--- src/rtl/ea_pkg.sv ---
// Package: shared state type and field codes for the effective-address parser.
// Assumes 8-bit addressing bytes; the code values below are fixed by the encoding.
package ea_pkg;
    typedef enum logic [1:0] {
        ST_FIRST = 2'd0,
        ST_SIB   = 2'd1,
        ST_DISP  = 2'd2,
        ST_DONE  = 2'd3
    } ea_state_e;

    localparam logic [1:0] MOD_REGISTER  = 2'd3;
    localparam logic [2:0] RM16_DISPONLY = 3'd6;
    localparam logic [2:0] RM32_SIB      = 3'd4;
    localparam logic [2:0] RM32_DISPONLY = 3'd5;
    localparam logic [2:0] SIB_NO_INDEX  = 3'd4;
    localparam logic [2:0] SIB_NO_BASE   = 3'd5;
endpackage

--- src/rtl/ea_modrm_decode.sv ---
// ea_modrm_decode: combinational decode of the mod and rm fields under the
// selected address size. Gives SIB need, displacement byte count and the
// register flags that hold when no SIB byte is read.
// Assumes: with a SIB byte, the mod=0 byte count is settled later by ea_sib_decode.
module ea_modrm_decode
    import ea_pkg::*;
(
    input  logic [1:0] mod_f,
    input  logic [2:0] rm_f,
    input  logic       mode32,
    output logic       need_sib,
    output logic [2:0] disp_bytes,
    output logic       base_p,
    output logic       index_p,
    output logic       direct
);
    // Case split on register form, 16-bit table and 32-bit table.
    always_comb begin
        need_sib   = 1'b0;
        disp_bytes = 3'd0;
        base_p     = 1'b0;
        index_p    = 1'b0;
        direct     = 1'b0;
        if (mod_f == MOD_REGISTER) begin
            direct = 1'b1;
        end else if (!mode32) begin
            if (mod_f == 2'd0 && rm_f == RM16_DISPONLY) begin
                disp_bytes = 3'd2;
            end else begin
                disp_bytes = {1'b0, mod_f};
                base_p     = (rm_f != 3'd4) && (rm_f != 3'd5);
                index_p    = (rm_f[2:1] != 2'b11);
            end
        end else if (rm_f == RM32_SIB) begin
            need_sib   = 1'b1;
            disp_bytes = (mod_f == 2'd1) ? 3'd1 : (mod_f == 2'd2) ? 3'd4 : 3'd0;
        end else begin
            if (mod_f == 2'd0) begin
                disp_bytes = (rm_f == RM32_DISPONLY) ? 3'd4 : 3'd0;
                base_p     = (rm_f != RM32_DISPONLY);
            end else begin
                disp_bytes = (mod_f == 2'd1) ? 3'd1 : 3'd4;
                base_p     = 1'b1;
            end
        end
    end
endmodule

--- src/rtl/ea_sib_decode.sv ---
// ea_sib_decode: combinational decode of the scale-index-base byte together
// with the mod value from the first byte. Gives register flags and final
// displacement byte count. Assumes it is only consulted in 32-bit mode.
module ea_sib_decode
    import ea_pkg::*;
(
    input  logic [1:0] mod_f,
    input  logic [2:0] index_f,
    input  logic [2:0] base_f,
    output logic [2:0] disp_bytes,
    output logic       base_p,
    output logic       index_p
);
    logic no_base;

    // Flags and displacement length from the SIB fields.
    always_comb begin
        no_base    = (mod_f == 2'd0) && (base_f == SIB_NO_BASE);
        base_p     = !no_base;
        index_p    = (index_f != SIB_NO_INDEX);
        if (mod_f == 2'd0)
            disp_bytes = no_base ? 3'd4 : 3'd0;
        else if (mod_f == 2'd1)
            disp_bytes = 3'd1;
        else
            disp_bytes = 3'd4;
    end
endmodule

--- src/rtl/ea_disp_gather.sv ---
// ea_disp_gather: collects displacement bytes lowest lane first and presents
// them widened to DISP_W bits, sign-extending 1- and 2-byte values.
// Assumes clear precedes each operand and at most DISP_W/8 loads follow.
module ea_disp_gather #(
    parameter int DISP_W = 32
) (
    input  logic              clk,
    input  logic              rst_n,
    input  logic              clear,
    input  logic              load,
    input  logic [7:0]        byte_in,
    input  logic [2:0]        nbytes,
    output logic [DISP_W-1:0] disp_out
);
    localparam int NB    = DISP_W / 8;
    localparam int IDX_W = (NB > 1) ? $clog2(NB) : 1;

    logic [DISP_W-1:0] raw;
    logic [IDX_W-1:0]  lane;

    // Lane pointer: reset on clear, step on each load.
    always_ff @(posedge clk) begin
        if (!rst_n || clear)
            lane <= '0;
        else if (load)
            lane <= lane + 1'b1;
    end

    // One register per byte lane, written when the pointer selects it.
    for (genvar g = 0; g < NB; g++) begin : g_lane
        always_ff @(posedge clk) begin
            if (!rst_n || clear)
                raw[g*8 +: 8] <= 8'd0;
            else if (load && lane == IDX_W'(g))
                raw[g*8 +: 8] <= byte_in;
        end
    end

    // Widen by the number of bytes gathered.
    always_comb begin
        case (nbytes)
            3'd1:    disp_out = {{(DISP_W-8){raw[7]}}, raw[7:0]};
            3'd2:    disp_out = {{(DISP_W-16){raw[15]}}, raw[15:0]};
            3'(NB):  disp_out = raw;
            default: disp_out = '0;
        endcase
    end
endmodule

--- src/rtl/ea_byte_parser.sv ---
// ea_byte_parser: streams an operand's addressing bytes (mod/reg/rm, optional
// SIB, displacement) over valid/ready and reports the decoded operand with a
// one-cycle done strobe. Assumes mode32 is valid with the first byte; it is
// ignored for later bytes. Fields hold their values until the next first byte.
module ea_byte_parser
    import ea_pkg::*;
#(
    parameter int DISP_W = 32,
    parameter int LEN_W  = 3
) (
    input  logic              clk,
    input  logic              rst_n,
    input  logic              mode32,
    input  logic              in_valid,
    input  logic [7:0]        in_byte,
    output logic              in_ready,
    output logic              done,
    output logic [1:0]        mod_o,
    output logic [2:0]        reg_o,
    output logic [2:0]        rm_o,
    output logic [1:0]        scale_o,
    output logic [2:0]        index_o,
    output logic [2:0]        base_o,
    output logic              sib_present,
    output logic              base_present,
    output logic              index_present,
    output logic              reg_direct,
    output logic [DISP_W-1:0] disp_o,
    output logic [LEN_W-1:0]  len_o
);
    ea_state_e        state;
    logic             accept;
    logic [2:0]       dlen_r;
    logic [2:0]       left_r;

    logic             fd_sib, fd_base, fd_index, fd_direct;
    logic [2:0]       fd_disp;
    logic             sd_base, sd_index;
    logic [2:0]       sd_disp;

    assign in_ready = (state != ST_DONE);
    assign done     = (state == ST_DONE);
    assign accept   = in_valid && in_ready;

    ea_modrm_decode u_modrm (
        .mod_f      (in_byte[7:6]),
        .rm_f       (in_byte[2:0]),
        .mode32     (mode32),
        .need_sib   (fd_sib),
        .disp_bytes (fd_disp),
        .base_p     (fd_base),
        .index_p    (fd_index),
        .direct     (fd_direct)
    );

    ea_sib_decode u_sib (
        .mod_f      (mod_o),
        .index_f    (in_byte[5:3]),
        .base_f     (in_byte[2:0]),
        .disp_bytes (sd_disp),
        .base_p     (sd_base),
        .index_p    (sd_index)
    );

    ea_disp_gather #(.DISP_W(DISP_W)) u_disp (
        .clk      (clk),
        .rst_n    (rst_n),
        .clear    (accept && state == ST_FIRST),
        .load     (accept && state == ST_DISP),
        .byte_in  (in_byte),
        .nbytes   (dlen_r),
        .disp_out (disp_o)
    );

    // Parser sequencer: latch fields and count bytes as they are accepted.
    always_ff @(posedge clk) begin
        if (!rst_n) begin
            state         <= ST_FIRST;
            mod_o         <= '0;
            reg_o         <= '0;
            rm_o          <= '0;
            scale_o       <= '0;
            index_o       <= '0;
            base_o        <= '0;
            sib_present   <= 1'b0;
            base_present  <= 1'b0;
            index_present <= 1'b0;
            reg_direct    <= 1'b0;
            dlen_r        <= '0;
            left_r        <= '0;
            len_o         <= '0;
        end else begin
            case (state)
                ST_FIRST: if (accept) begin
                    mod_o         <= in_byte[7:6];
                    reg_o         <= in_byte[5:3];
                    rm_o          <= in_byte[2:0];
                    scale_o       <= '0;
                    index_o       <= '0;
                    base_o        <= '0;
                    sib_present   <= fd_sib;
                    base_present  <= fd_base;
                    index_present <= fd_index;
                    reg_direct    <= fd_direct;
                    dlen_r        <= fd_disp;
                    left_r        <= fd_disp;
                    len_o         <= LEN_W'(1);
                    if (fd_sib)
                        state <= ST_SIB;
                    else if (fd_disp != 3'd0)
                        state <= ST_DISP;
                    else
                        state <= ST_DONE;
                end
                ST_SIB: if (accept) begin
                    scale_o       <= in_byte[7:6];
                    index_o       <= in_byte[5:3];
                    base_o        <= in_byte[2:0];
                    base_present  <= sd_base;
                    index_present <= sd_index;
                    dlen_r        <= sd_disp;
                    left_r        <= sd_disp;
                    len_o         <= len_o + LEN_W'(1);
                    state         <= (sd_disp != 3'd0) ? ST_DISP : ST_DONE;
                end
                ST_DISP: if (accept) begin
                    left_r <= left_r - 3'd1;
                    len_o  <= len_o + LEN_W'(1);
                    if (left_r == 3'd1)
                        state <= ST_DONE;
                end
                default: state <= ST_FIRST;
            endcase
        end
    end
endmodule

--- config.mk ---
export PLATFORM = sky130hd
export DESIGN_NAME = ea_byte_parser
export DESIGN_NICKNAME = d
export VERILOG_FILES = /design/src/rtl/ea_pkg.sv /design/src/rtl/ea_modrm_decode.sv /design/src/rtl/ea_sib_decode.sv /design/src/rtl/ea_disp_gather.sv /design/src/rtl/ea_byte_parser.sv
export SDC_FILE = /design/constraint.sdc
export NUM_CORES = 1
export LEC_CHECK = 0
export CAP_MARGIN = 10
export CORE_MARGIN = 2
export CORE_UTILIZATION = 32
export DETAILED_ROUTE_END_ITERATION = 8
export GPL_TIMING_DRIVEN = 0
export PLACE_DENSITY = 0.52
export SLEW_MARGIN = 10
export SYNTH_ARGS = -nofsm -noshare
export SYNTH_HDL_FRONTEND = slang
export SYNTH_HIERARCHICAL = 1
export SYNTH_SLANG_ARGS = --single-unit
--- constraint.sdc ---
create_clock -name clk -period 4.3 [get_ports clk]
set_input_delay 1.075 -clock clk [delete_from_list [all_inputs] [get_ports clk]]
set_output_delay 1.075 -clock clk [all_outputs]
set_load 0.05 [all_outputs]
Yosys cells after proc, flatten, opt, wreduce, memory -nomap -nowiden

Index checks and enable logic that the tools add are counted.

Add/subtract/negate cells: 3
Eq/ne operators: 27
Multiplexer cells: 55
Reductions and logical operators: 28

Operator list:

| operator                                                              | number |
|---|---|
| 32-bit case mux with 3 select lines                                   | 1 |
| 3-bit two-way mux                                                     | 19 |
| 3-bit case mux with 2 select lines                                    | 4 |
| 1-bit two-way mux                                                     | 18 |
| 2-bit two-way mux                                                     | 8 |
| 2-bit equality test, second input constant                            | 6 |
| 3-bit equality test, second input constant                            | 4 |
| 1-bit logical AND                                                     | 10 |
| 2-bit != test, second input constant                                  | 5 |
| 3-bit != test, second input constant                                  | 3 |
| 3-bit case mux with 3 select lines                                    | 1 |
| 3-bit nonzero test                                                    | 3 |
| 2-bit by 1-bit equality test with 1-bit output, second input constant | 4 |
| 2-bit zero test                                                       | 4 |
| 4-bit AND reduction                                                   | 2 |
| 3-bit by 1-bit equality test with 1-bit output, second input constant | 2 |
| 2-bit case mux with 3 select lines                                    | 1 |
| 3-bit AND reduction                                                   | 2 |
| 2-bit by 1-bit != test with 1-bit output, second input constant       | 2 |
| 1-bit case mux with 2 select lines                                    | 2 |
| 2-bit case mux with 2 select lines                                    | 1 |
| 2-bit nonzero test                                                    | 2 |
| 3-bit by 1-bit adder with 3-bit output, second input constant         | 1 |
| 3-bit by 2-bit equality test with 1-bit output, second input constant | 1 |
| other kinds (6)                                                       | 7 |

Flip-flop bits (word level): 65
Output and inout bits: 57

Logic depth before layout (Yosys ltp)

Depth in word-level cells: 11
Gate-level depth with buffers: 10
Mapped depth without buffers: 7

Hierarchy

The synthesis kept the hierarchy.

By module, submodules not included:

| module          | instances | cells each | area an instance (sq um) | seq. area each (sq um) |
|---|---|---|---|---|
| ea_disp_gather  | 1         | 225        | 1951.9                   | 680.7 |
| ea_byte_parser  | 1         | 169        | 1423.9                   | 620.6 |
| ea_modrm_decode | 1         | 16         | 97.6                     | 0.0 |
| ea_sib_decode   | 1         | 9          | 47.5                     | 0.0 |

Worst setup path after synthesis

No wires, ideal clock.

Kind: register -> output
Start point: register dlen_r[0]
End point: output disp_o[0]
Arrival: 1966 ps
Setup slack: 1259 ps
Stages on the path, launching flop included: 4
Buffers on the path: 1
Cell sequence: dfxtp_1 > clkbuf_1 > o21a_1 > a211oi_1

Cells in the longest elaborated chain, start to end: 2
Elaborated cells on any way between the ends: 4

Ends and longest elaborated chain:

| element                                           | RTL line              | RTL |
|---|---|---|
| start: declaration                                | ea_byte_parser.sv:33  | `logic [2:0] dlen_r;` |
| start signal: assignment                          | ea_byte_parser.sv:105 | `dlen_r <= fd_disp;` |
| start signal: assignment                          | ea_byte_parser.sv:121 | `dlen_r <= sd_disp;` |
| 3-bit equality test, or another cell as far along | ea_disp_gather.sv:41  | `case (nbytes)` |
| 32-bit case mux with 3 select lines *             | ea_disp_gather.sv:41  |  |
| end: declaration                                  | ea_byte_parser.sv:28  | `output logic [DISP_W-1:0] disp_o,` |

Mark *: on every way between the ends. The rest lies on a longest branch, timed or not.

Final worst setup path

Start point: register dlen_r[0]
End point: output disp_o[7]

The elaborated chain is that of the path after synthesis.

==> key figures <==
Synthesis
  – Primary FF master, synth: dfxtp_1
  – Synthesized area: 3521 µm²
  – Register bit total from synthesis: 65
  – Sequential share of the synthesized area: 0.3696
  – Avg Inst Size Synth: 8.403 µm²
  – EDFF count, synth: 0
  – Syn nets: 443
  – Cells after synthesis: 419
  – Asr flop ratio synth: 0
  – Synth Warn #: 6
  – Yosys cell types: 48

Cells and area
  – Share of cells above drive strength 1: 0.1372
  – Commonest non-fill, non-tap cell in the layout: clkdlybuf4s50_1
  – Syn-to-layout area delta: 30.81%
  – N_diodes: 0
  – Final non-filler cell total: 643
  – Nets: 522
  – Most frequent cells in the layout: clkdlybuf4s50_1 (68), dfxtp_1 (65), a21oi_1 (47)

Drt
  – Routed WL: 10170 µm
  – DR iter-0 viols: 103
  – Routed len/inst: 15.82 µm
  – Final ANT Viol Nets: 0
  – Vias per std cell: 5.065
  – DR pass1 iterations: 5
  – # DRC: 0
  – DR vias: 3257

Timing
  – Final WS setup: 682.2 ps
  – Fmax achieved: 276.4 MHz
  – Setup violators final: 0
  – Final hold violations: 0
  – Final Slew Violations: 0
  – Post-layout minimum cycle time: 3618 ps
  – RSZ-0062 raised after global routing: no
  – Skew final: 14.04 ps
  – Final period utilization: 0.8414
  – Least-Margin Pin Slew: 744.2 ps
  – Slew margin rel.: 0.5003
  – Total Neg Setup Slack: 0 ps

Floorplan
  – Die Width: 108.9 µm
  – Core ar.: 10790 µm²
  – Starting Density: 0.3262
  – Die Area: 11860 µm²
  – Die height: 108.9 µm
  – Core Rows: 38
  – I/O pin count: 69

CTS
  – Clk sinks: 65
  – Setup bufs post-CTS: 0
  – TritonCTS clock tree: yes
  – CTS Root Cell: clkbuf_8
  – Max clock buf depth: 2
  – Resized cells post-CTS: 0
  – Post-CTS Hold Buffers: 0
  – Clock Latency Late Sink: 350 ps
  – Total CTS buffers: 9
  – Clock slew at reported path FFs: 70 ps
  – CTS H-tree depth: 3

Outcome
  – Status: finished clean

Worst hold path
  – Hold Crit Depth: 2
  – Min-delay worst type: reg -> reg
  – Hold endpoint: rm_o[1]
  – Hold Startpoint: rm_o[1]

Global route
  – GRT overflow: 0
  – GRT Total Usage: 0.1834
  – Largest net degree at the start of global routing: 14
  – First-pass GRT wire length: 16640 µm
  – Vias in the first global route: 3223
  – Initial antenna violation count: 0

Critical path
  – WP data arrival: 2540 ps
  – Crit end category: primary output
  – Critical path fanouts, max: 10
  – Crit path launch type: flip-flop
  – WS Path Type: reg -> out
  – CP required: 3220 ps
  – Worst flop-to-flop path startpoint: state[0]
  – FF-to-FF End: u_disp/raw[15]
  – Reg2reg path depth: 10
  – Register-to-register setup slack: 1900 ps

Pwr
  – Max IR drop VDD: 318.2 µV
  – Leak pwr: 1.624 nW
  – PwrDens: 483.8 nW/µm²

Place
  – Placed insts: 627
  – Final Wtd Congestion: 0.7933
  – Pre-CTS WS: 886.9 ps
  – Port buffer count: 68
  – Detailed placement HPWL: 7276 µm

Job
  – Max Cap Viol: 0
==> critical path, stage by stage, from the launching register on <==
cell and delay [ps]:
dfxtp_1 370, clkbuf_1 230, o21a_1 340, a211oi_1 380, clkdlybuf4s50_1 870
==> routing by layer <==
metal / part of all wire / GRT usage / routed length (µm)
met5: 0 / 0 / 0
met4: 0.015 / 0.06319 / 155
met3: 0.058 / 0.04304 / 590
met1: 0.48 / 0.2409 / 4887
met2: 0.45 / 0.2946 / 4539
==> layout make-up <==
class                           instances  area [µm²]
Clock buffer                           10       137.6
Clock inverter                          6       91.34
Tap cell                              140       175.2
Sequential cell                        65        1301
Fill cell                            1122        6187
Multi-Input combinational cell        294        1947
Buffer                                 38       190.2
Inverter                               22       82.58
Timing Repair Buffer                   68       680.7
==> worst max-delay path by stage <==
stage / from / cells after the start / slack, ps / end
floorplan: dlen_r[0] / 3 / 1260 / disp_o[0]
CTS: dlen_r[0] / 4 / 670 / disp_o[7]
global route: dlen_r[0] / 4 / 520 / disp_o[14]
detailed placement: in_valid / 10 / 890 / u_disp/raw[2]
finish: dlen_r[0] / 4 / 680 / disp_o[7]
global placement: in_byte[1] / 8 / 920 / state[0]
==> where the power goes <==
| group | leakage [nW] | total, W | internal (W) | switching, W |
|---|---|---|---|---|
| sequential | 0.527 | 0.000736 | 0.000675 | 0.0000602 |
| clock | 0.116 | 0.000606 | 0.000344 | 0.000262 |
| combinational | 0.980 | 0.000887 | 0.000296 | 0.000590 |
| total | 1.62 | 0.00223 | 0.00132 | 0.000912 |
==> synth_stat cells (2+ instances only) <==
cell type	count	share of area
dfxtp_1	65	0.37
a21oi_1	47	0.067
a21bo_2	32	0.091
nand3_1	32	0.045
nand2_1	31	0.033
nor2_1	25	0.027
inv_1	22	0.023
clkbuf_1	21	0.022
a311o_1	17	0.048
nand2b_1	14	0.025
ha_1	12	0.043
a211oi_1	11	0.023
buf_2	10	0.014
o21ai_0	9	0.013
a22oi_1	8	0.017
nor2b_1	6	0.011
mux2i_1	5	0.014
a311oi_1	4	0.0099
o21ai_1	4	0.0057
a31oi_1	3	0.0053
buf_4	3	0.0064
buf_6	3	0.0096
nor3_1	3	0.0043
nor3b_1	3	0.0064
xnor2_1	3	0.0075
and2_1	2	0.0036
nor2_2	2	0.0036
o21a_1	2	0.0043
==> per-stage QoR <==
stage	hold slack (ps)	instance area, µm²	total power, W	util
6_report	464.4	4606	0.002228	0.4267
5_1_grt	488.6	4606	0.002377	0.4267
4_1_cts	464.7	4606	0.002247	0.4267
3_5_place_dp	450.9	4377	0.001633	0.4055
3_3_place_gp	445.5	4377	0.001624	0.4055
2_1_floorplan	453.6	3521	0.001369	-
==> cells by family (layout without fill, tap and decap cells) <==
logic type,count (synthesis),after routing,share of synthesized area
and+or+nand+nor,126,126,0.1787
muxes,5,5,0.01422
AOI/OAI and AO/OA,146,146,0.3063
other,1,1,0.001065
xor gates and xnor gates,4,4,0.009952
DFF,65,65,0.3696
buffers and inverters,60,144,0.07747
adders and majority gates,12,12,0.04264
==> registers in the layout (all words and copies together), names as in the netlist, 3 cells and up <==
register    flops
base_o          3
dlen_r          3
index_o         3
left_r          3
len_o           3
reg_o           3
rm_o            3
u_disp/raw     32
Note: power is estimated with default switching activity, not from simulation.
